[config.mk]
export PLATFORM = sky130hd
export DESIGN_NAME = lecore_top
export DESIGN_NICKNAME = d
export VERILOG_FILES = /design/src/rtl/lecore_pkg.sv /design/src/rtl/lecore_alu.sv /design/src/rtl/lecore_ctrl.sv /design/src/rtl/lecore_dpath.sv /design/src/rtl/lecore_top.sv
export SDC_FILE = /design/constraint.sdc
export NUM_CORES = 2
export LEC_CHECK = 0
export CORE_MARGIN = 2
export CORE_UTILIZATION = 40
export CTS_BUF_LIST = sky130_fd_sc_hd__clkbuf_4 sky130_fd_sc_hd__clkbuf_8
export DETAILED_ROUTE_END_ITERATION = 7
export PLACE_DENSITY = 0.56
export SETUP_SLACK_MARGIN = 0.5
export SYNTH_ARGS = -nofsm -noshare
export SYNTH_HDL_FRONTEND = slang
export SYNTH_HIERARCHICAL = 1
export SYNTH_SLANG_ARGS = --single-unit
[constraint.sdc]
create_clock -name clk -period 6.8 [get_ports clk]
set_input_delay 2.04 -clock clk [delete_from_list [all_inputs] [get_ports clk]]
set_output_delay 2.04 -clock clk [all_outputs]
set_load 0.02 [all_outputs]
[src/rtl/lecore_pkg.sv]
package lecore_pkg;
  localparam int XLEN      = 32;
  localparam int REG_COUNT = 32;
  localparam int REG_AW    = $clog2(REG_COUNT);
  localparam int LINK_REG  = REG_COUNT - 1;

  localparam logic [5:0] OP_RTYPE = 6'h00;
  localparam logic [5:0] OP_J     = 6'h02;
  localparam logic [5:0] OP_JAL   = 6'h03;
  localparam logic [5:0] OP_BEQ   = 6'h04;
  localparam logic [5:0] OP_BNE   = 6'h05;
  localparam logic [5:0] OP_ADDI  = 6'h08;
  localparam logic [5:0] OP_ADDIU = 6'h09;
  localparam logic [5:0] OP_SLTI  = 6'h0A;
  localparam logic [5:0] OP_SLTIU = 6'h0B;
  localparam logic [5:0] OP_ANDI  = 6'h0C;
  localparam logic [5:0] OP_ORI   = 6'h0D;
  localparam logic [5:0] OP_XORI  = 6'h0E;
  localparam logic [5:0] OP_LUI   = 6'h0F;
  localparam logic [5:0] OP_LW    = 6'h23;
  localparam logic [5:0] OP_SW    = 6'h2B;

  localparam logic [5:0] FN_SLL  = 6'h00;
  localparam logic [5:0] FN_SRL  = 6'h02;
  localparam logic [5:0] FN_SRA  = 6'h03;
  localparam logic [5:0] FN_ADD  = 6'h20;
  localparam logic [5:0] FN_ADDU = 6'h21;
  localparam logic [5:0] FN_SUB  = 6'h22;
  localparam logic [5:0] FN_SUBU = 6'h23;
  localparam logic [5:0] FN_AND  = 6'h24;
  localparam logic [5:0] FN_OR   = 6'h25;
  localparam logic [5:0] FN_XOR  = 6'h26;
  localparam logic [5:0] FN_NOR  = 6'h27;
  localparam logic [5:0] FN_SLT  = 6'h2A;
  localparam logic [5:0] FN_SLTU = 6'h2B;

  typedef enum logic [3:0] {
    ALU_ADD, ALU_SUB, ALU_AND, ALU_OR, ALU_XOR, ALU_NOR,
    ALU_SLT, ALU_SLTU, ALU_SLL, ALU_SRL, ALU_SRA, ALU_HIGH
  } aluOp_t;

  typedef enum logic [2:0] {
    ST_FETCH_ISSUE, ST_FETCH_CAPTURE, ST_EXECUTE, ST_DATA, ST_RETIRE
  } cycState_t;

  typedef struct packed {
    logic fetch;
    logic irLoad;
    logic exLoad;
    logic memRd;
    logic memWr;
    logic regWrite;
    logic wbSelMem;
    logic pcLoad;
  } ctlStrobe_t;
endpackage

[src/rtl/lecore_alu.sv]
module lecore_alu
  import lecore_pkg::*;
#(
  parameter int W = XLEN
) (
  input  aluOp_t         op,
  input  logic [W-1:0]   a,
  input  logic [W-1:0]   b,
  input  logic [4:0]     shamt,
  output logic [W-1:0]   y
);
  localparam int HALF = W / 2;

  always_comb begin
    unique case (op)
      ALU_ADD:  y = a + b;
      ALU_SUB:  y = a - b;
      ALU_AND:  y = a & b;
      ALU_OR:   y = a | b;
      ALU_XOR:  y = a ^ b;
      ALU_NOR:  y = ~(a | b);
      ALU_SLT:  y = {{(W-1){1'b0}}, ($signed(a) < $signed(b))};
      ALU_SLTU: y = {{(W-1){1'b0}}, (a < b)};
      ALU_SLL:  y = b << shamt;
      ALU_SRL:  y = b >> shamt;
      ALU_SRA:  y = W'($signed(b) >>> shamt);
      ALU_HIGH: y = b << HALF;
      default:  y = '0;
    endcase
  end
endmodule

[src/rtl/lecore_ctrl.sv]
module lecore_ctrl
  import lecore_pkg::*;
(
  input  logic       clk,
  input  logic       rstN,
  input  logic [5:0] opcode,
  output ctlStrobe_t strobe
);
  cycState_t state, stateNext;
  logic isLoad, isStore, writesReg;

  always_comb begin
    isLoad  = (opcode == OP_LW);
    isStore = (opcode == OP_SW);
    unique case (opcode)
      OP_RTYPE, OP_ADDI, OP_ADDIU, OP_SLTI, OP_SLTIU,
      OP_ANDI, OP_ORI, OP_XORI, OP_LUI, OP_LW, OP_JAL: writesReg = 1'b1;
      default: writesReg = 1'b0;
    endcase
  end

  always_comb begin
    unique case (state)
      ST_FETCH_ISSUE:   stateNext = ST_FETCH_CAPTURE;
      ST_FETCH_CAPTURE: stateNext = ST_EXECUTE;
      ST_EXECUTE:       stateNext = ST_DATA;
      ST_DATA:          stateNext = ST_RETIRE;
      default:          stateNext = ST_FETCH_ISSUE;
    endcase
  end

  always_ff @(posedge clk) begin
    if (!rstN) state <= ST_FETCH_ISSUE;
    else       state <= stateNext;
  end

  always_comb begin
    strobe = '0;
    unique case (state)
      ST_FETCH_ISSUE:   strobe.fetch  = 1'b1;
      ST_FETCH_CAPTURE: strobe.irLoad = 1'b1;
      ST_EXECUTE:       strobe.exLoad = 1'b1;
      ST_DATA: begin
        strobe.memRd = isLoad;
        strobe.memWr = isStore;
      end
      default: begin
        strobe.regWrite = writesReg;
        strobe.wbSelMem = isLoad;
        strobe.pcLoad   = 1'b1;
      end
    endcase
  end
endmodule

[src/rtl/lecore_dpath.sv]
module lecore_dpath
  import lecore_pkg::*;
#(
  parameter logic [XLEN-1:0] ROM_BASE = 32'h0000_4000,
  parameter logic [XLEN-1:0] ALT_BASE = 32'h0000_C000
) (
  input  logic            clk,
  input  logic            rstN,
  input  logic            bootSel,
  input  ctlStrobe_t      strobe,
  input  logic [XLEN-1:0] memRdata,
  output logic [5:0]      opcode,
  output logic [XLEN-1:0] memAddr,
  output logic [XLEN-1:0] memWdata
);
  logic [XLEN-1:0] regFile [REG_COUNT];
  logic [XLEN-1:0] pc, ir, addrR, storeR, resultR, nextPcR;

  logic [REG_AW-1:0] rsIdx, rtIdx, rdIdx, destIdx;
  logic [4:0]        shamt;
  logic [5:0]        funct;
  logic [15:0]       imm16;
  logic [25:0]       jIndex;
  logic [XLEN-1:0]   rsVal, rtVal, immSx, immZx, opB, aluY, pcPlus4, branchOff, nextPc;
  aluOp_t            aluOp;

  assign opcode = ir[31:26];
  assign rsIdx  = ir[25:21];
  assign rtIdx  = ir[20:16];
  assign rdIdx  = ir[15:11];
  assign shamt  = ir[10:6];
  assign funct  = ir[5:0];
  assign imm16  = ir[15:0];
  assign jIndex = ir[25:0];

  assign rsVal     = (rsIdx == '0) ? '0 : regFile[rsIdx];
  assign rtVal     = (rtIdx == '0) ? '0 : regFile[rtIdx];
  assign immSx     = {{(XLEN-16){imm16[15]}}, imm16};
  assign immZx     = {{(XLEN-16){1'b0}}, imm16};
  assign pcPlus4   = pc + XLEN'(4);
  assign branchOff = {immSx[XLEN-3:0], 2'b00};

  always_comb begin
    aluOp = ALU_ADD;
    opB   = immSx;
    unique case (opcode)
      OP_RTYPE: begin
        opB = rtVal;
        unique case (funct)
          FN_SUB, FN_SUBU: aluOp = ALU_SUB;
          FN_AND:  aluOp = ALU_AND;
          FN_OR:   aluOp = ALU_OR;
          FN_XOR:  aluOp = ALU_XOR;
          FN_NOR:  aluOp = ALU_NOR;
          FN_SLT:  aluOp = ALU_SLT;
          FN_SLTU: aluOp = ALU_SLTU;
          FN_SLL:  aluOp = ALU_SLL;
          FN_SRL:  aluOp = ALU_SRL;
          FN_SRA:  aluOp = ALU_SRA;
          default: aluOp = ALU_ADD;
        endcase
      end
      OP_SLTI:  aluOp = ALU_SLT;
      OP_SLTIU: aluOp = ALU_SLTU;
      OP_ANDI:  begin aluOp = ALU_AND;  opB = immZx; end
      OP_ORI:   begin aluOp = ALU_OR;   opB = immZx; end
      OP_XORI:  begin aluOp = ALU_XOR;  opB = immZx; end
      OP_LUI:   begin aluOp = ALU_HIGH; opB = immZx; end
      default:  aluOp = ALU_ADD;
    endcase
  end

  lecore_alu #(.W(XLEN)) uAlu (
    .op(aluOp), .a(rsVal), .b(opB), .shamt(shamt), .y(aluY)
  );

  always_comb begin
    nextPc = pcPlus4;
    if (opcode == OP_J || opcode == OP_JAL)
      nextPc = {pcPlus4[XLEN-1:XLEN-4], jIndex, 2'b00};
    else if ((opcode == OP_BEQ && rsVal == rtVal) ||
             (opcode == OP_BNE && rsVal != rtVal))
      nextPc = pcPlus4 + branchOff;
  end

  always_comb begin
    unique case (opcode)
      OP_RTYPE: destIdx = rdIdx;
      OP_JAL:   destIdx = REG_AW'(LINK_REG);
      default:  destIdx = rtIdx;
    endcase
  end

  always_ff @(posedge clk) begin
    if (!rstN) begin
      pc      <= bootSel ? ALT_BASE : ROM_BASE;
      ir      <= '0;
      addrR   <= '0;
      storeR  <= '0;
      resultR <= '0;
      nextPcR <= '0;
    end else begin
      if (strobe.irLoad) ir <= memRdata;
      if (strobe.exLoad) begin
        addrR   <= aluY;
        storeR  <= rtVal;
        resultR <= (opcode == OP_JAL) ? pcPlus4 : aluY;
        nextPcR <= nextPc;
      end
      if (strobe.pcLoad) pc <= nextPcR;
    end
  end

  always_ff @(posedge clk) begin
    if (rstN && strobe.regWrite && destIdx != '0)
      regFile[destIdx] <= strobe.wbSelMem ? memRdata : resultR;
  end

  assign memAddr  = strobe.fetch ? pc : ((strobe.memRd | strobe.memWr) ? addrR : '0);
  assign memWdata = strobe.memWr ? storeR : '0;
endmodule

[src/rtl/lecore_top.sv]
module lecore_top
  import lecore_pkg::*;
#(
  parameter logic [31:0] ROM_BASE = 32'h0000_4000,
  parameter logic [31:0] ALT_BASE = 32'h0000_C000
) (
  input  logic        clk,
  input  logic        rstN,
  input  logic        bootSel,
  output logic [31:0] memAddr,
  output logic [31:0] memWdata,
  input  logic [31:0] memRdata,
  output logic [3:0]  memBe,
  output logic        memRd,
  output logic        memWr
);
  ctlStrobe_t ctlBus;
  logic [5:0] opcode;

  lecore_ctrl uCtrl (
    .clk(clk), .rstN(rstN), .opcode(opcode), .strobe(ctlBus)
  );

  lecore_dpath #(.ROM_BASE(ROM_BASE), .ALT_BASE(ALT_BASE)) uDpath (
    .clk(clk), .rstN(rstN), .bootSel(bootSel), .strobe(ctlBus),
    .memRdata(memRdata), .opcode(opcode), .memAddr(memAddr), .memWdata(memWdata)
  );

  assign memRd = ctlBus.fetch | ctlBus.memRd;
  assign memWr = ctlBus.memWr;
  assign memBe = (memRd | memWr) ? 4'hF : 4'h0;
endmodule

; ---- After elaboration in Yosys (flattened, before gate mapping)
; Memory sizes are Yosys's and may differ from the RTL's. A register that Yosys moved wholly into a read port is not among the register bits.
; Index checks and enable logic that the tools add are counted.
[word_totals]
ramBits = 1024
elab_cells = 113
ff_bits = 195
mem_count = 1
output_inout_bits = 70
[memory_table]
columns = name, words, width, rd, rd_clocked_by_memory_dff, wr, line_no
row1 = uDpath.regFile, 32, 32, 2, 2, 1, lecore_dpath.sv:16  ; logic [XLEN-1:0] regFile [REG_COUNT];
[op_classes]
n_shift = 3
n_eq_ne = 41
reduce_logical = 17
n_addsub = 4
magnitude_cmp = 2
bitwise = 7
mux = 31
[op_table]
columns = cell, n
row1 = $pmux 32 s12, 1
row2 = $mux 32, 11
row3 = $add 32x32->32, 2
row4 = $lt 32x32->1, 2
row5 = $pmux 32 s2, 1
row6 = $eq 6x6->1 const B, 10
row7 = $eq 6x4->1 const B, 8
row8 = $pmux 4 s10, 1
row9 = $add 32x3->32 const B, 1
row10 = $and 32x32->32, 1
row11 = $eq 32x32->1, 1
row12 = $ne 32x32->1, 1
row13 = $not 32->32, 1
row14 = $or 32x32->32, 1
row15 = $shl 32x5->32, 1
row16 = $shr 32x5->32, 1
row17 = $sshr 32x5->32, 1
row18 = $sub 32x32->32, 1
row19 = $xor 32x32->32, 1
row20 = $pmux 4 s7, 1
row21 = $eq 6x2->1 const B, 4
row22 = $mux 5, 4
row23 = $eq 4x3->1 const B, 4
row24 = $eq 4x4->1 const B, 4
row25 = 24 further kinds, 41

; ---- Longest topological paths before layout
[depth]
word_depth = 8
depth_mapped = 27
ltp_nobuf = 22

; ---- Hierarchy
; The synthesis kept the hierarchy.
[modules_own_cells]
columns = mod, area_each_um2, seq_area_each_um2, instances, cells_per_inst
row1 = lecore_dpath, 59009.1, 35113.7, 1, 3571
row2 = lecore_alu, 9168.8, 0.0, 1, 1383
row3 = lecore_ctrl, 196.4, 60.1, 1, 25
row4 = lecore_top, 35.0, 0.0, 1, 5

; ---- Least setup slack after synthesis
; No wires, ideal clock.
[synth_timing]
path_kind = register -> register
startpoint = register uDpath.ir[31]
endpoint = register uDpath.resultR[25]
arrival_time_ps = 5350
period_less_slack_ps = 5467
stages_incl_launch_ff = 23
path_buffers = 4
slack_ps = 1333
path_cell_list = dfxtp_1 -> or3_1 -> nor4_1 -> clkbuf_1 -> buf_1 -> nand2_1 -> nand2_1 -> clkbuf_1 -> inv_1 -> ha_1 -> buf_2 -> nand2b_1 -> a311oi_1 -> a211oi_1 -> o41ai_2 -> nor3_1 -> nor2_1 -> o31ai_1 -> a221o_1 -> a221o_1 -> mux2_2 -> mux2i_1 -> nor2b_1
[synth_via]
elab_cells_between_ends = 34
[synth_rtl]
columns = item, line_no
row1 = "start, declared", lecore_dpath.sv:17  ; logic [XLEN-1:0] pc, ir, addrR, storeR, resultR, nextPcR;
row2 = "start signal, assigned", lecore_dpath.sv:103  ; if (strobe.irLoad) ir <= memRdata;
row3 = $eq 6x4->1, lecore_dpath.sv:46  ; unique case (opcode)
row4 = $reduce_or 4->1 (no source line), n/a
row5 = $pmux 32 s2 (*), lecore_dpath.sv:46
row6 = net uDpath.opB[4], lecore_dpath.sv:24  ; logic [XLEN-1:0] rsVal, rtVal, immSx, immZx, opB, aluY, pcPlus4, branchOff, nextPc;
row7 = "$sub 32x32->32, or another cell as far along", lecore_alu.sv:17  ; ALU_SUB: y = a - b;
row8 = $pmux 32 s12 (*), lecore_alu.sv:15  ; unique case (op)
row9 = net uDpath.aluY[25], lecore_dpath.sv:24
row10 = $mux 32 (*), lecore_dpath.sv:107  ; resultR <= (opcode == OP_JAL) ? pcPlus4 : aluY;
row11 = "end signal, assigned", lecore_dpath.sv:107
row12 = "end, declared", lecore_dpath.sv:17
; The timed path passes the listed nets; every way through them passes the cells marked *.
; A chain may end at the register's enable or synchronous reset.

==> flow_metrics.py <==
metrics = {
    "place": {
        "dp_hpwl_mm": 188,
        "placedCellCount": 7283,
        "gp_congestion": 1.02,
        "port_buffers": 104,
    },
    "clocking": {
        "clkLatencyLatePin_ns": 0.97,
        "cts_sinks": 1229,
        "htree_levels": 4,
        "cts_root_buffer": "clkbuf_8",
        "clkTransAtPathRegs_ns": 0.06,
        "clockBufferDepth": 3,
        "cts_tree": "built",
        "cts_inserted_buffers": 206,
        "ctsHoldBuffers": 0,
    },
    "routing": {
        "ant_nets": 0,
        "viasPerCell": 6.44,
        "wl_per_cell_um": 35.1,
        "finalWirelength_mm": 270,
        "post-route-drc-count": 8,
        "first_pass_iters": 8,
        "first_iter_violations": 6497,
        "vias": 49502,
    },
    "pwr": {
        "peakVddDrop_uv": 206,
        "p_sw_share_pct": 33.9,
        "intPower_mw": 14.3,
        "clkPwrFrac_pct": 32.1,
        "pwr-share-seq_pct": 39.5,
        "pwr-share-comb_pct": 28.4,
        "switching_power_mw": 7.35,
        "p_leak_nw": 26.1,
        "powerDensity_nw_per_um2": 277,
    },
    "sta": {
        "relSlewSlack_pct": 4.13,
        "skew_ns": 0.0993,
        "fmaxAchievable_mhz": 164,
        "hold_ws_ns": 0.444,
        "slew_viol_final": 0,
        "setup_viol": 0,
        "finalSetupTns_ns": 0,
        "finalCriticalPeriod_ns": 6.10,
        "grt_setup_unrepaired": "true",
        "finalHoldViolations": 0,
        "finalCritPeriodShare_pct": 89.7,
        "tightest_slew_ns": 1.43,
    },
    "global_route": {
        "grt_usage_pct": 30.5,
        "grt_pass1_vias": 48246,
        "grt_pass1_wl_mm": 374,
        "overflow": 0,
        "grt_max_degree": 86,
        "grt_antenna_before_repair": 8,
    },
    "worst_hold_path": {
        "hold_start": "uDpath/nextPcR[20]",
        "hp-class": "flip-flop to flip-flop",
    },
    "flow_run": {
        "drv_cap": 0,
    },
    "floorplan": {
        "initial_utilization_pct": 40.3,
        "die_w_um": 418,
        "core_um2": 170000,
        "dieArea_um2": 174000,
        "pin_count": 105,
        "rows": 151,
        "fp.dieH_um": 418,
    },
    "setup_path": {
        "path_cells": "buf_12, mux4_2, mux2i_1, a211o_1, a31oi_1, buf_4, nand2_1, nand2_1, buf_4, mux4_2, mux2i_1, o22ai_1, a21bo_2, a211oi_1, buf_4, nand2_1, a31oi_1, or4_1, o211ai_1, mux2_2, mux2i_1, nor2b_1",
        "cp_slowest_cell": "mux4_2",
        "cp-end-kind": "flip-flop",
        "start_kind": "flip-flop",
        "critPathMaxStageDelay_ns": 0.59,
        "critPathKind": "flip-flop to flip-flop",
        "crit_fanout": 56,
        "worstPathRequired_ns": 7.65,
        "arrival_ns": 6.94,
    },
    "outcome": {
        "violations": "design-rule violations",
        "outcome": "finished with violations",
    },
    "synth": {
        "avgSynthCellArea_um2": 13.7,
        "netlist_instances": 4984,
        "synthDistinctLibCells": 98,
        "ys_warn_count": 6,
        "ys_seq_elements": 1229,
        "syn_area_um2": 68400,
        "synth_seq_area_share_pct": 51.4,
        "synth-edff-count": 1056,
        "ys.flop_type": "edfxtp_1",
        "async_reset_ff_share_pct": 0,
    },
    "layout": {
        "fin_cells": 7685,
        "layout_common_cells": "edfxtp_1, mux4_2, buf_4, nand2_1, mux2i_1",
        "syn2layout_area_growth_pct": 14.3,
        "drive_gt1_share_pct": 26.1,
        "layout.cells.most_common": "edfxtp_1",
        "finish.net_count": 5452,
        "fill_cells": 15171,
    },
}
[cell type report]
cell class	instances	area, µm²	area share, %
Antenna cell	7	17.5	0.0224
Multi-Input combinational cell	3234	31200	39.9
Clock inverter	93	767	0.981
Timing Repair Buffer	455	4050	5.18
Inverter	153	574	0.735
Tap cell	2218	2780	3.55
Clock buffer	296	3610	4.62
Sequential cell	1229	35200	45.0
[what timing repair did]
item / 4_1_cts / 5_1_grt
endpoints found under the setup margin: 0 / 18
setup buffers: 0 / 6
gates resized for setup: 0 / 11
[power groups by stage]
stage	registers (mW)	clock network [mW]	logic, mW
2_1_floorplan	8.60	0	3.41
3_3_place_gp	8.70	0	5.98
3_5_place_dp	8.70	0	5.96
4_1_cts	8.55	7.07	5.98
5_1_grt	8.56	7.39	6.41
6_report	8.55	6.96	6.15
[cells in the mapped netlist (11+ instances only)]
| master | n | area share, % |
|---|---|---|
| nor3b_1 | 12 | 0.13 |
| or3_1 | 20 | 0.18 |
| o22ai_1 | 76 | 0.70 |
| a211oi_1 | 58 | 0.64 |
| a221oi_1 | 22 | 0.28 |
| mux2_2 | 69 | 1.1 |
| buf_2 | 62 | 0.45 |
| buf_4 | 70 | 0.77 |
| xor2_1 | 39 | 0.50 |
| and3_1 | 19 | 0.17 |
| a221o_1 | 17 | 0.25 |
| buf_1 | 32 | 0.18 |
| nor2_1 | 235 | 1.3 |
| a21o_1 | 33 | 0.36 |
| nor2b_1 | 138 | 1.3 |
| a211o_1 | 40 | 0.51 |
| nor4_1 | 24 | 0.22 |
| nand4_1 | 21 | 0.19 |
| a21boi_0 | 18 | 0.20 |
| dfxtp_1 | 173 | 5.1 |
| o21ai_0 | 209 | 1.5 |
| buf_6 | 22 | 0.36 |
| edfxtp_1 | 1056 | 46 |
| o221ai_1 | 11 | 0.14 |
| clkbuf_1 | 208 | 1.1 |
| nor3_1 | 35 | 0.26 |
| ha_1 | 135 | 2.5 |
| nand2b_1 | 34 | 0.31 |
| o21bai_1 | 20 | 0.22 |
| o2111ai_1 | 11 | 0.14 |
| a21oi_1 | 160 | 1.2 |
| a22oi_1 | 134 | 1.5 |
| and2_1 | 75 | 0.69 |
| a31oi_1 | 56 | 0.51 |
| nand2_1 | 289 | 1.6 |
| a22o_1 | 36 | 0.46 |
| o211ai_1 | 24 | 0.26 |
| inv_1 | 149 | 0.82 |
| mux4_2 | 545 | 18 |
| nand3_1 | 108 | 0.79 |
| xnor2_1 | 56 | 0.72 |
| mux2i_1 | 243 | 3.6 |
[metrics by stage]
stage	util, %	total power, mW	setup slack (ns)	instance area, µm²
CTS	46.0	21.6	0.535	78100
detailed placement	43.4	14.7	0.571	73700
global placement	43.4	14.7	0.583	73700
finish	46.1	21.7	0.704	78200
floorplan	-	12.0	1.33	68500
global route	46.1	22.4	0.474	78200
[per-layer routing]
metal / global-route usage (%) / routed length [µm] / part of all wire (%)
met5: 0 / 23 / 0.0085
met4: 16.5 / 16300 / 6.0
met3: 5.74 / 23700 / 8.8
met2: 47.2 / 123000 / 46
met1: 40.7 / 107000 / 40
[state kept, by name, summed over array words and instances, names as in the netlist, named ones only]
signal          count
uCtrl/state         3
uDpath/addrR       32
uDpath/ir          32
uDpath/nextPcR     32
uDpath/pc          32
uDpath/regFile   1024
uDpath/resultR     32
uDpath/storeR      32
[logic make-up (layout without fill, tap and decap cells)]
kind of cell | count (synthesis) | after routing | synth area share, %
xor+xnor | 95 | 95 | 1.22
simple gates | 1064 | 1064 | 7.75
flops | 1229 | 1229 | 51.4
other cells | 1 | 39 | 0.00548
mux | 862 | 862 | 22.8
fa+ha+maj | 138 | 138 | 2.56
buf+inv | 552 | 997 | 3.83
compound gates | 1043 | 1043 | 10.4
[critical path, delay by kind of cell, from the launching register on]
kind                   cells  cell delay (ns)
AOI/OAI and AO/OA          7             1.54
DFF                        1             0.57
buffers and inverters      4             1.10
and+or+nand+nor            5             0.41
muxes                      6             2.26
[worst paths after layout]
path	end	cells past startpoint	slack [ns]
min	uDpath/nextPcR[20]	2	0.44
max reg2reg	uDpath/resultR[24]	22	0.70
min reg2reg	uDpath/nextPcR[20]	2	0.44
max	uDpath/resultR[24]	22	0.70
Note: power is estimated with default switching activity, not from simulation.
